--- src/rtl/itmr_pkg.sv ---
package itmr_pkg;
  localparam int unsigned RUN_BIT   = 0;
  localparam int unsigned IEN_BIT   = 1;
  localparam int unsigned CASC_BIT  = 2;
  localparam int unsigned HALT_BIT  = 1;
  localparam int unsigned FLAG_BIT  = 0;
  localparam int unsigned CH_ROW0   = 16;  // 0x100 >> 4

  typedef enum logic [1:0] {
    FLD_RELOAD = 2'd0,
    FLD_COUNT  = 2'd1,
    FLD_CTRL   = 2'd2,
    FLD_FLAG   = 2'd3
  } field_e;

  typedef struct packed {
    logic casc;
    logic ien;
    logic run;
  } ctrl_t;
endpackage

--- src/rtl/itmr_decode.sv ---
module itmr_decode
  import itmr_pkg::*;
#(
  parameter int unsigned NCH = 4,
  parameter int unsigned AW  = 9
) (
  input  logic [AW-1:0]  addr,
  output logic           is_modctl,
  output logic [NCH-1:0] chan_hit,
  output field_e         field
);
  localparam int unsigned ROW_W = AW - 4;

  assign is_modctl = (addr == '0);
  assign field     = field_e'(addr[3:2]);

  for (genvar i = 0; i < NCH; i++) begin : g_hit
    assign chan_hit[i] = (addr[AW-1:4] == ROW_W'(CH_ROW0 + i)) && (addr[1:0] == 2'b00);
  end
endmodule

--- src/rtl/itmr_channel.sv ---
module itmr_channel
  import itmr_pkg::*;
#(
  parameter int unsigned DW = 32
) (
  input  logic          clk,
  input  logic          rst_n,
  input  logic          wr_reload,
  input  logic          wr_ctrl,
  input  logic          wr_flag,
  input  logic [DW-1:0] wdata,
  input  logic          halt,
  input  logic          step,
  output logic [DW-1:0] reload_q,
  output logic [DW-1:0] count_q,
  output ctrl_t         ctrl_q,
  output logic          flag_q,
  output logic          expire,
  output logic          irq
);
  localparam logic [DW-1:0] ONE = {{(DW-1){1'b0}}, 1'b1};

  logic advance;
  logic start;

  assign advance = ctrl_q.run && !halt && step;
  assign expire  = advance && (count_q == '0);
  assign start   = wr_ctrl && wdata[RUN_BIT] && !ctrl_q.run;
  assign irq     = flag_q && ctrl_q.ien;

  always_ff @(posedge clk or negedge rst_n) begin
    if (!rst_n) begin
      reload_q <= '0;
      count_q  <= '0;
      ctrl_q   <= '0;
      flag_q   <= 1'b0;
    end else begin
      if (wr_reload) reload_q <= wdata;
      if (wr_ctrl) begin
        ctrl_q.run  <= wdata[RUN_BIT];
        ctrl_q.ien  <= wdata[IEN_BIT];
        ctrl_q.casc <= wdata[CASC_BIT];
      end
      if (start)        count_q <= reload_q;
      else if (expire)  count_q <= reload_q;
      else if (advance) count_q <= count_q - ONE;
      if (expire)                          flag_q <= 1'b1;
      else if (wr_flag && wdata[FLAG_BIT]) flag_q <= 1'b0;
    end
  end
endmodule

--- src/rtl/itmr_core.sv ---
module itmr_core
  import itmr_pkg::*;
#(
  parameter int unsigned NCH = 4,
  parameter int unsigned DW  = 32,
  parameter int unsigned AW  = 9
) (
  input  logic           clk,
  input  logic           rst_n,
  input  logic           bus_valid,
  input  logic           bus_write,
  input  logic [AW-1:0]  bus_addr,
  input  logic [DW-1:0]  bus_wdata,
  output logic [DW-1:0]  bus_rdata,
  output logic           bus_rvalid,
  output logic [NCH-1:0] irq
);
  logic                    is_modctl;
  logic [NCH-1:0]          chan_hit;
  field_e                  field;
  logic                    wr_en;
  logic                    rd_en;
  logic                    halt_q;
  logic [NCH-1:0]          flag_v;
  logic [NCH-1:0]          run_v;
  logic [NCH-1:0]          exp_v;
  logic [NCH-1:0]          step_v;
  logic [NCH-1:0][DW-1:0]  cnt_v;
  logic [NCH-1:0][DW-1:0]  load_v;
  ctrl_t [NCH-1:0]         ctrl_v;
  logic [DW-1:0]           rd_next;

  assign wr_en = bus_valid && bus_write;
  assign rd_en = bus_valid && !bus_write;

  itmr_decode #(.NCH(NCH), .AW(AW)) u_dec (
    .addr      (bus_addr),
    .is_modctl (is_modctl),
    .chan_hit  (chan_hit),
    .field     (field)
  );

  always_ff @(posedge clk or negedge rst_n) begin
    if (!rst_n)                  halt_q <= 1'b0;
    else if (wr_en && is_modctl) halt_q <= bus_wdata[HALT_BIT];
  end

  for (genvar i = 0; i < NCH; i++) begin : g_ch
    if (i == 0) begin : g_first
      assign step_v[i] = 1'b1;
    end else begin : g_next
      assign step_v[i] = ctrl_v[i].casc ? exp_v[i-1] : 1'b1;
    end

    itmr_channel #(.DW(DW)) u_ch (
      .clk       (clk),
      .rst_n     (rst_n),
      .wr_reload (wr_en && chan_hit[i] && (field == FLD_RELOAD)),
      .wr_ctrl   (wr_en && chan_hit[i] && (field == FLD_CTRL)),
      .wr_flag   (wr_en && chan_hit[i] && (field == FLD_FLAG)),
      .wdata     (bus_wdata),
      .halt      (halt_q),
      .step      (step_v[i]),
      .reload_q  (load_v[i]),
      .count_q   (cnt_v[i]),
      .ctrl_q    (ctrl_v[i]),
      .flag_q    (flag_v[i]),
      .expire    (exp_v[i]),
      .irq       (irq[i])
    );
    assign run_v[i] = ctrl_v[i].run;
  end

  always_comb begin
    rd_next = '0;
    if (is_modctl) rd_next[HALT_BIT] = halt_q;
    for (int i = 0; i < NCH; i++) begin
      if (chan_hit[i]) begin
        unique case (field)
          FLD_RELOAD: rd_next = load_v[i];
          FLD_COUNT:  rd_next = cnt_v[i];
          FLD_CTRL:   rd_next[2:0] = ctrl_v[i];
          FLD_FLAG:   rd_next[FLAG_BIT] = flag_v[i];
          default:    rd_next = '0;
        endcase
      end
    end
  end

  always_ff @(posedge clk or negedge rst_n) begin
    if (!rst_n) begin
      bus_rdata  <= '0;
      bus_rvalid <= 1'b0;
    end else begin
      bus_rvalid <= rd_en;
      if (rd_en) bus_rdata <= rd_next;
    end
  end
endmodule

--- config.mk ---
export PLATFORM = sky130hd
export DESIGN_NAME = itmr_core
export DESIGN_NICKNAME = d
export VERILOG_FILES = /design/src/rtl/itmr_pkg.sv /design/src/rtl/itmr_decode.sv /design/src/rtl/itmr_channel.sv /design/src/rtl/itmr_core.sv
export SDC_FILE = /design/constraint.sdc
export NUM_CORES = 1
export LEC_CHECK = 0
export ABC_AREA = 1
export BUFFER_PORTS_ARGS = -buffer_cell sky130_fd_sc_hd__buf_2
export CAP_MARGIN = 10
export CORE_ASPECT_RATIO = 1.5
export CORE_UTILIZATION = 50
export DETAILED_ROUTE_END_ITERATION = 7
export PLACE_DENSITY = 0.67
export REMOVE_ABC_BUFFERS = 1
export SKIP_CTS_REPAIR_TIMING = 1
export SYNTH_ARGS = -nofsm -noshare
export SYNTH_HDL_FRONTEND = slang
export SYNTH_HIERARCHICAL = 1
export SYNTH_SLANG_ARGS = --single-unit
--- constraint.sdc ---
create_clock -name clk -period 3.9 [get_ports clk]
set_clock_uncertainty 0.05 [all_clocks]
set_input_delay 0.585 -clock clk [delete_from_list [all_inputs] [get_ports clk]]
set_output_delay 0.585 -clock clk [all_outputs]
set_load 0.02 [all_outputs]
==> results.sh, run 1 <==
export IMPL_status="finished, final reports clean"
export IMPL_grt_ovfl_total=0
export IMPL_path_max_fanout=20
export IMPL_finalHoldViolations=0
export IMPL_antenna_found_initial=0
export IMPL_io_pins=82
export IMPL_layout_nets=3013
export IMPL_synth_seq_cells=306
export IMPL_powerDensity_nw_per_um2=575.4
export IMPL_crit_required_ns=4.28
export IMPL_cts_sinks=306
export IMPL_intPower_mw=7.453
export IMPL_fin_area_um2=21780
export IMPL_placed_area_um2=20420
export IMPL_worst_pin_slew_ns=1.064
export IMPL_grt_pass1_vias=19043
export IMPL_cts_root_buf="clkbuf_16"
export IMPL_ir_drop_v=0.0004198
export IMPL_die_h_um=244.7
export IMPL_critPathMostFrequentCell="nand2_1"
export IMPL_setup_viol=0
export IMPL_syn_cell_area_um2=19630
export IMPL_min_from="bus_wdata[12]"
export IMPL_start_util_pct=50.93
export IMPL_rows=88
export IMPL_synth_ff_type="dfrtp_1"
export IMPL_grt_max_degree=77
export IMPL_wl_per_cell_um=19.49
export IMPL_fin_tns_setup_ns=0
export IMPL_reg2reg_from="g_ch[0].u_ch/count_q[21]$_DFFE_PN0P_"
export IMPL_finalCritPeriodShare_pct=92.97
export IMPL_crit_type="register to register"
export IMPL_worstSetupEndpointType="register"
export IMPL_worst_path_buf_inv=3
export IMPL_final_cells=3482
export IMPL_avgSynthCellArea_um2=6.737
export IMPL_hold_class="primary input to register"
export IMPL_synthDistinctLibCells=39
export IMPL_max_stage_delay_ns=0.44
export IMPL_die_w_um=163.8
export IMPL_clk_latency_ns=0.54
export IMPL_grt_total_usage_pct=34.03
export IMPL_ys_seq_area_share_pct=39.02
export IMPL_seqCellArea_um2=7664
export IMPL_drc_errors=0
export IMPL_pwr_share_seq_pct=39.2
export IMPL_sw_frac_of_total_pct=40.55
export IMPL_nFillCells=3717
export IMPL_drive_gt1_share_pct=10.51
export IMPL_synth_top_area_share_pct=39.02
export IMPL_dp_slack_ns=-0.3793
export IMPL_cts_clk_slew_worst_paths_ns=0.06
export IMPL_crit_family="simple AND/OR/NAND/NOR gates"
export IMPL_multi_input_area_um2=10430
export IMPL_syn_inst=2913
export IMPL_synth_area_leaders="dfrtp_1 (39%), nand2_1 (22%), nor2_1 (5.8%), inv_1 (4.8%), nand3_1 (4.5%)"
export IMPL_num_antenna_cells=0
export IMPL_layout_min_cycle_time_ns=3.626
export IMPL_grt_pass1_wl_um=104500
export IMPL_cts_buffers=34
export IMPL_reg2reg_depth=27
export IMPL_syn2layout_area_growth_pct=11.00
export IMPL_r2r_setup_slack_ns=0.27
export IMPL_clock_fmax_ghz=0.2758
export IMPL_p_leak_nw=10.92
export IMPL_startpoint_type="register"
export IMPL_dieArea_um2=40070
export IMPL_portBuffers=81
export IMPL_gp_congestion=0.9826
export IMPL_totalWireLength_um=67850
export IMPL_post_route_worst_setup_slack_ns=0.2740
export IMPL_vias=19680
export IMPL_power_share_clock_pct=27.2
export IMPL_hpwl_um=47540
export IMPL_synth_warnings=6
export IMPL_place_inst=3412
export IMPL_holdPathStages=3
export IMPL_drtIter0Drc=1684
export IMPL_firstDrtPassIters=6
export IMPL_ant_nets=0
export IMPL_worst_hold_slack_ns=0.3108
export IMPL_slew_headroom_pct=28.99
export IMPL_cts_tree="yes"
export IMPL_synth_area_leader_cell="dfrtp_1"
export IMPL_netSwitchingPower_mw=5.082
export IMPL_viasPerCell=5.652
export IMPL_synth_edff_count=0
export IMPL_core_area_um2=38540
export IMPL_htreeDepth=2
export IMPL_reg2reg_to="g_ch[3].u_ch/count_q[2]$_DFFE_PN0P_"
export IMPL_crit_arrival_ns=4.01
export IMPL_cts_buffer_depth=3
export IMPL_crit_path_top_delay_cell="dfrtp_2"
export IMPL_synthArstFlopShare_pct=100.0
export IMPL_rsz0062_at_grt="false"
export IMPL_pwr_share_comb_pct=33.6
export IMPL_max_cap_violations=0
export IMPL_min_delay_worst_endpoint="g_ch[2].u_ch/reload_q[12]$_DFFE_PN0P_"
export IMPL_slew_viol_final=0
[per-stage QoR]
step	utilization, %	power, mW
2_1_floorplan	-	7.579
5_1_grt	56.53	13.30
6_report	56.53	12.53
3_5_place_dp	52.98	8.988
3_3_place_gp	52.98	8.870
4_1_cts	55.98	12.41
[synth_stat cells, types with 29 or more instances]
cell / count
nand4_1: 48
dfrtp_1: 306
xor2_1: 29
nand3_1: 178
a22o_1: 47
o21ai_0: 174
clkbuf_1: 61
nand2_1: 1170
o21ai_1: 36
nor2_1: 303
a21oi_1: 84
inv_1: 252
[metal layers]
layer  part of all wire (%)  up-vias  track usage (%)  wire, um
met3                    5.9      227            4.191      4003
met5                      0        -                0         0
met1                     38     9390            40.66     25720
met2                     49      753            57.71     33510
li1                       -     9310                -         -
met4                    6.8        0            21.27      4612
[registers in the layout (all words and copies together) (netlist names)]
register and cells:
g_ch.u_ch/flag_q 4, g_ch.u_ch/reload_q 128, g_ch.u_ch/ctrl_q 12, bus_rdata 32, bus_rvalid 1, g_ch.u_ch/count_q 128, halt_q 1
[cell type report]
type / count / area share, %
timing repair inverter: 1 / 0.03446
clock inverter: 8 / 0.5456
tap: 495 / 2.843
sequential: 306 / 35.18
clock buffer: 51 / 4.767
inverter: 262 / 4.578
multi-input combinational: 2225 / 47.89
timing repair buffer: 134 / 4.164
[layout by cell type (no fill, tap or decap), types with 29 or more instances in the layout]
| master | netlist | final |
|---|---|---|
| a21oi_1 | 84 | 84 |
| a22o_1 | 47 | 47 |
| buf_2 | 24 | 80 |
| buf_4 | 11 | 44 |
| clkbuf_16 | 0 | 37 |
| dfrtp_1 | 306 | 301 |
| inv_1 | 252 | 251 |
| nand2_1 | 1170 | 1169 |
| nand3_1 | 178 | 178 |
| nand4_1 | 48 | 48 |
| nor2_1 | 303 | 286 |
| nor2_2 | 20 | 32 |
| nor2_4 | 25 | 31 |
| o21ai_0 | 174 | 174 |
| o21ai_1 | 36 | 36 |
| xor2_1 | 29 | 29 |
[worst min-delay path: stages]
cell     delay (ns)
buf_2          0.15
nand2_1        0.06
o21ai_0        0.06
[cell families after synthesis]
| logic type | count (synthesis) | synth area share (%) |
|---|---|---|
| and+or+nand+nor | 1797 | 38.88 |
| buffers and inverters | 386 | 8.715 |
| AOI/OAI and AO/OA | 361 | 10.41 |
| DFF | 306 | 39.02 |
| xor gates and xnor gates | 49 | 2.187 |
| muxes | 9 | 0.5164 |
| adders and majority gates | 4 | 0.2550 |
| other | 1 | 0.01911 |
[how the worst max path moves through the flow]
stage | from | endpoint | slack (ns) | cells past startpoint
2_1_floorplan | bus_addr[1] | g_ch[1].u_ch/reload_q[0]$_DFFE_PN0P_ | -0.54 | 6
3_3_place_gp | g_ch[0].u_ch/count_q[0]$_DFFE_PN0P_ | g_ch[2].u_ch/count_q[14]$_DFFE_PN0P_ | -0.29 | 21
3_5_place_dp | g_ch[0].u_ch/count_q[0]$_DFFE_PN0P_ | g_ch[2].u_ch/count_q[17]$_DFFE_PN0P_ | -0.38 | 21
4_1_cts | g_ch[0].u_ch/count_q[0]$_DFFE_PN0P_ | g_ch[2].u_ch/count_q[14]$_DFFE_PN0P_ | -0.38 | 21
5_1_grt | g_ch[0].u_ch/count_q[0]$_DFFE_PN0P_ | g_ch[3].u_ch/count_q[6]$_DFFE_PN0P_ | 0.006 | 28
6_report | g_ch[0].u_ch/count_q[21]$_DFFE_PN0P_ | g_ch[3].u_ch/count_q[2]$_DFFE_PN0P_ | 0.27 | 27
[power by group through the flow]
stage	Combinational, mW	Sequential (mW)	Clock [mW]
floorplan	2.88	4.70	0
global placement	3.98	4.89	0
detailed placement	4.06	4.92	0
CTS	4.08	4.88	3.45
global route	4.72	5.03	3.55
finish	4.21	4.91	3.42
Power figures use the tool's default switching activity.
==> inputs of run 2 (changes only) <==
--- a/config.mk
+++ b/config.mk
@@ -13,6 +13,7 @@
 export DETAILED_ROUTE_END_ITERATION = 7
 export PLACE_DENSITY = 0.67
 export REMOVE_ABC_BUFFERS = 1
+export SETUP_SLACK_MARGIN = 0.05
 export SKIP_CTS_REPAIR_TIMING = 1
 export SYNTH_ARGS = -nofsm -noshare
 export SYNTH_HDL_FRONTEND = slang
==> constraint.sdc (replaced) <==
create_clock -name clk -period 3.78 [get_ports clk]
set_clock_uncertainty 0.05 [all_clocks]
set_input_delay 0.567 -clock clk [delete_from_list [all_inputs] [get_ports clk]]
set_output_delay 0.567 -clock clk [all_outputs]
set_load 0.02 [all_outputs]
==> results.sh, run 2 (same netlist as run 1, synthesis figures left out) <==
export IMPL_status="complete, but fails checks"
export IMPL_violations="hold timing"
export IMPL_cts_sinks=306
export IMPL_crit_required_ns=4.14
export IMPL_cts_clk_slew_worst_paths_ns=0.07
export IMPL_ant_nets=0
export IMPL_worst_hold_slack_ns=-0.01339
export IMPL_ir_drop_v=0.0003693
export IMPL_drive_gt1_share_pct=10.93
export IMPL_grt_pass1_vias=19213
export IMPL_rows=88
export IMPL_clock_fmax_ghz=0.2841
export IMPL_drc_errors=0
export IMPL_grt_pass1_wl_um=104900
export IMPL_powerDensity_nw_per_um2=599.7
export IMPL_viasPerCell=5.580
export IMPL_num_antenna_cells=0
export IMPL_hold_class="primary input to asynchronous set/reset pin"
export IMPL_cts_tree="yes"
export IMPL_hpwl_um=47820
export IMPL_final_cells=3497
export IMPL_gp_congestion=1.019
export IMPL_setup_viol=0
export IMPL_htreeDepth=2
export IMPL_fin_area_um2=21920
export IMPL_core_area_um2=38540
export IMPL_drtIter0Drc=1800
export IMPL_finalHoldViolations=8
export IMPL_syn2layout_area_growth_pct=11.68
export IMPL_startpoint_type="register"
export IMPL_path_max_fanout=38
export IMPL_max_cap_violations=0
export IMPL_worst_pin_slew_ns=1.019
export IMPL_io_pins=82
export IMPL_placed_area_um2=20570
export IMPL_top_regs="g_ch.u_ch/count_q: 128 flops, g_ch.u_ch/reload_q: 128 flops, bus_rdata: 32 flops"
export IMPL_totalWireLength_um=67170
export IMPL_die_w_um=163.8
export IMPL_grt_max_degree=87
export IMPL_die_h_um=244.7
export IMPL_vias=19514
export IMPL_cts_root_buf="clkbuf_16"
export IMPL_place_inst=3433
export IMPL_power_total_mw=13.15
export IMPL_finalCritPeriodShare_pct=93.10
export IMPL_slew_viol_final=0
export IMPL_layout_nets=3028
export IMPL_grt_ovfl_total=0
export IMPL_cts_buffers=34
export IMPL_final_cell_mix="nand2_1 (1168), dfrtp_1 (305), nor2_1 (288)"
export IMPL_clk_latency_ns=0.54
export IMPL_rsz0062_at_grt="true"
export IMPL_final_common_cell="nand2_1"
export IMPL_wl_per_cell_um=19.21
export IMPL_antenna_found_initial=1
export IMPL_dieArea_um2=40070
export IMPL_layout_min_cycle_time_ns=3.519
export IMPL_p_leak_nw=11.02
export IMPL_grt_total_usage_pct=34.18
export IMPL_fin_tns_setup_ns=0
export IMPL_slew_headroom_pct=31.91
export IMPL_start_util_pct=50.93
export IMPL_crit_type="register to register"
export IMPL_firstDrtPassIters=7
export IMPL_worstSetupEndpointType="register"
export IMPL_cts_buffer_depth=3
export IMPL_portBuffers=81
export IMPL_crit_arrival_ns=3.88
## run 2: cell count changes in the layout (fill, tap and decap cells not counted), sizes merged
cell / previous run / this run
buf: 133 / 151
nand2: 1192 / 1189
bufinv: 3 / 4
clkinv: 6 / 7
dlygate4sd3: 1 / 0
nor2: 354 / 353
## run 2: path summary, 6_finish.rpt
path / from / endpoint / slack, ns / cells past startpoint
worst min-delay path: rst_n / g_ch[1].u_ch/reload_q[2]$_DFFE_PN0P_ / -0.01 / 1
worst min register to register: bus_rdata[2]$_DFFE_PN0P_ / bus_rdata[2]$_DFFE_PN0P_ / 0.45 / 2
max in group asynchronous: rst_n / g_ch[3].u_ch/reload_q[22]$_DFFE_PN0P_ / 2.73 / 2
min in group clk: bus_wdata[16] / g_ch[0].u_ch/reload_q[16]$_DFFE_PN0P_ / 0.30 / 3
worst max register to register: g_ch[0].u_ch/count_q[1]$_DFFE_PN0P_ / g_ch[2].u_ch/count_q[11]$_DFFE_PN0P_ / 0.26 / 20
worst max-delay path: g_ch[0].u_ch/count_q[1]$_DFFE_PN0P_ / g_ch[2].u_ch/count_q[11]$_DFFE_PN0P_ / 0.26 / 20
## run 2: routing by layer
metal | track usage [%] | share of wire (%) | vias to the layer above
li1 | - | - | 9332
met1 | 40.65 | 38 | 9212
met2 | 58.89 | 50 | 755
met3 | 4.647 | 6.1 | 213
met4 | 19.14 | 5.9 | 2
met5 | 0 | 0.013 | -
## run 2: area by class of cell
cell class,instances,area (um^2)
repair inverters,1,7.507
multi-input cells,2221,10360
fillers,3808,16620
repair buffers,153,1079
inverters,262,993.5
clock inverters,10,156.4
flip-flops and latches,306,7659
well taps,495,619.3
clock buffers,49,1041
## run 2: critical path, cell delays in order (launching register included)
cell and delay [ns]:
dfrtp_1 0.40, inv_2 0.06, ha_4 0.17, nand2_4 0.11, nor2_8 0.05, nand3_2 0.10, nor2_4 0.05, inv_1 0.04
nand2_1 0.04, nand2_1 0.08, nor2_2 0.04, nand2_1 0.10, nor2_4 0.04, inv_1 0.09, nand2_1 0.07, nand2_2 0.09
nor2_4 0.05, nor2_4 0.76, clkinvlp_4 0.70, nand3_1 0.23, nand2_1 0.06
## run 2: through the flow
| step | worst slack, ns | hold slack (ns) | utilization [%] |
|---|---|---|---|
| detailed placement | -0.3013 | 0.4333 | 53.39 |
| global route | -0.002735 | 0.02139 | 56.88 |
| CTS | -0.3164 | 0.02752 | 56.50 |
| floorplan | -0.6459 | 0.2214 | - |
| global placement | -0.2788 | 0.4167 | 53.39 |
| finish | 0.2607 | -0.01339 | 56.88 |
## run 2: where the power goes
group | switching, mW | internal [mW] | leakage [nW] | total [mW]
Clock | 1.40 | 2.19 | 0.589 | 3.59
Combinational | 2.87 | 1.67 | 7.14 | 4.54
Sequential | 1.02 | 4.01 | 3.29 | 5.02
==> inputs of run 3 (changes only) <==
--- a/config.mk
+++ b/config.mk
@@ -9,9 +9,9 @@
 export BUFFER_PORTS_ARGS = -buffer_cell sky130_fd_sc_hd__buf_2
 export CAP_MARGIN = 10
 export CORE_ASPECT_RATIO = 1.5
-export CORE_UTILIZATION = 50
+export CORE_UTILIZATION = 45
 export DETAILED_ROUTE_END_ITERATION = 7
-export PLACE_DENSITY = 0.67
+export GPL_ROUTABILITY_DRIVEN = 0
 export REMOVE_ABC_BUFFERS = 1
 export SETUP_SLACK_MARGIN = 0.05
 export SKIP_CTS_REPAIR_TIMING = 1
==> results.sh, run 3 (same netlist as run 1, synthesis figures left out) <==
export IMPL_io_pins=82
export IMPL_cts_buffer_depth=3
export IMPL_hpwl_um=50210
export IMPL_clock_fmax_ghz=0.2811
export IMPL_final_cell_mix="nand2_1 (1168), dfrtp_1 (304), nor2_1 (284)"
export IMPL_worstSetupEndpointType="register"
export IMPL_max_stage_delay_ns=0.41
export IMPL_crit_type="register to register"
export IMPL_htreeDepth=2
export IMPL_rows=93
export IMPL_slew_headroom_pct=28.67
export IMPL_die_h_um=257.8
export IMPL_cts_clk_slew_worst_paths_ns=0.06
export IMPL_clk_latency_ns=0.54
export IMPL_grt_pass1_vias=19449
export IMPL_ant_nets=0
export IMPL_crit_arrival_ns=3.94
export IMPL_ir_drop_v=0.0003485
export IMPL_powerDensity_nw_per_um2=598.4
export IMPL_crit_path_top_delay_cell="dfrtp_1"
export IMPL_cp_depth=28
export IMPL_cts_root_buf="clkbuf_16"
export IMPL_firstDrtPassIters=6
export IMPL_grt_pass1_wl_um=107800
export IMPL_hold_class="primary input to asynchronous set/reset pin"
export IMPL_startpoint_type="register"
export IMPL_critPathMostFrequentCell="nand2_1"
export IMPL_worst_path_buf_inv=4
export IMPL_top_regs="g_ch.u_ch/count_q: 128 flops, g_ch.u_ch/reload_q: 128 flops, bus_rdata: 32 flops"
export IMPL_status="finished, final reports clean"
export IMPL_final_common_cell="nand2_1"
export IMPL_placed_area_um2=20720
export IMPL_crit_required_ns=4.17
export IMPL_antenna_found_initial=0
export IMPL_path_max_fanout=10
export IMPL_layout_nets=3045
export IMPL_setup_viol=0
export IMPL_num_antenna_cells=0
export IMPL_core_area_um2=42940
export IMPL_reg2reg_depth=28
export IMPL_crit_family="simple AND/OR/NAND/NOR gates"
export IMPL_fin_util_pct=51.73
export IMPL_portBuffers=81
export IMPL_grt_max_degree=95
export IMPL_dieArea_um2=44470
export IMPL_totalWireLength_um=71120
export IMPL_wl_per_cell_um=19.81
export IMPL_cts_sinks=306
export IMPL_grt_ovfl_total=0
export IMPL_worst_pin_slew_ns=1.069
export IMPL_rsz0062_at_grt="false"
export IMPL_grt_total_usage_pct=31.17
export IMPL_drive_gt1_share_pct=11.68
export IMPL_nFillCells=4347
export IMPL_drc_errors=0
export IMPL_p_leak_nw=11.13
export IMPL_finalCritPeriodShare_pct=94.12
export IMPL_syn2layout_area_growth_pct=13.18
export IMPL_finalHoldViolations=0
export IMPL_cts_buffers=35
export IMPL_vias=19512
export IMPL_max_cap_violations=0
export IMPL_cts_tree="yes"
export IMPL_layout_min_cycle_time_ns=3.558
export IMPL_fin_area_um2=22210
export IMPL_worst_hold_slack_ns=0.008289
export IMPL_die_w_um=172.5
export IMPL_drtIter0Drc=1550
export IMPL_start_util_pct=45.71
export IMPL_viasPerCell=5.434
export IMPL_slew_viol_final=0
-- run 3: final timing paths --
check / startpoint / slack [ns] / end
max: g_ch[0].u_ch/count_q[0]$_DFFE_PN0P_ / 0.22 / g_ch[3].u_ch/count_q[30]$_DFFE_PN0P_
min: rst_n / 0.008 / g_ch[1].u_ch/count_q[3]$_DFFE_PN0P_
max reg2reg: g_ch[0].u_ch/count_q[0]$_DFFE_PN0P_ / 0.22 / g_ch[3].u_ch/count_q[30]$_DFFE_PN0P_
min reg2reg: bus_rdata[2]$_DFFE_PN0P_ / 0.43 / bus_rdata[2]$_DFFE_PN0P_
max in group asynchronous: rst_n / 2.75 / bus_rdata[14]$_DFFE_PN0P_
min in group clk: bus_wdata[29] / 0.30 / g_ch[2].u_ch/reload_q[29]$_DFFE_PN0P_
-- run 3: per-stage QoR --
| stage | worst slack (ns) | instances | setup TNS (ns) | power [mW] |
|---|---|---|---|---|
| after CTS | -0.3068 | 3575 | -13.40 | 13.10 |
| after floorplan | -0.6459 | 2789 | -54.06 | 7.820 |
| after global routing | 0.002018 | 3591 | 0 | 14.08 |
| final | 0.2222 | 3591 | 0 | 13.29 |
| after detailed placement | -0.3013 | 3513 | -12.22 | 9.506 |
| after global placement | -0.2861 | 3513 | -9.406 | 9.394 |
-- run 3: power breakdown --
group,internal (mW),switching (mW)
Combinational,1.76,2.94
Clock,2.11,1.46
Sequential,4.01,1.02
Total,7.88,5.42
-- run 3: area by class of cell --
type                            count  area, um^2  share of cell area [%]
Clock buffer                       54        1120                   5.041
Tap cell                          570       713.2                   3.211
Timing Repair Buffer              164        1162                   5.233
Inverter                          262       989.7                   4.456
Timing Repair inverter              1       7.507                 0.03380
Clock inverter                      8       72.57                  0.3267
Multi-Input combinational cell   2226       10490                   47.21
Sequential cell                   306        7660                   34.48
-- run 3: layer usage --
layer | vias up | part of all wire (%) | GRT usage, % | routed length [um]
met4 | 0 | 5.9 | 16.87 | 4187
met1 | 9253 | 38 | 35.90 | 26920
li1 | 9359 | - | - | -
met3 | 212 | 5.3 | 3.754 | 3746
met5 | - | 0 | 0 | 0
met2 | 688 | 51 | 56.15 | 36260
-- run 3: worst register-to-register path, delay by kind of cell, from the launching register on --
family | cells | cell delay (ns)
AOI/OAI and AO/OA | 1 | 0.09
adders and majority gates | 1 | 0.15
buffers and inverters | 4 | 0.27
DFF | 1 | 0.41
and+or+nand+nor | 22 | 2.50
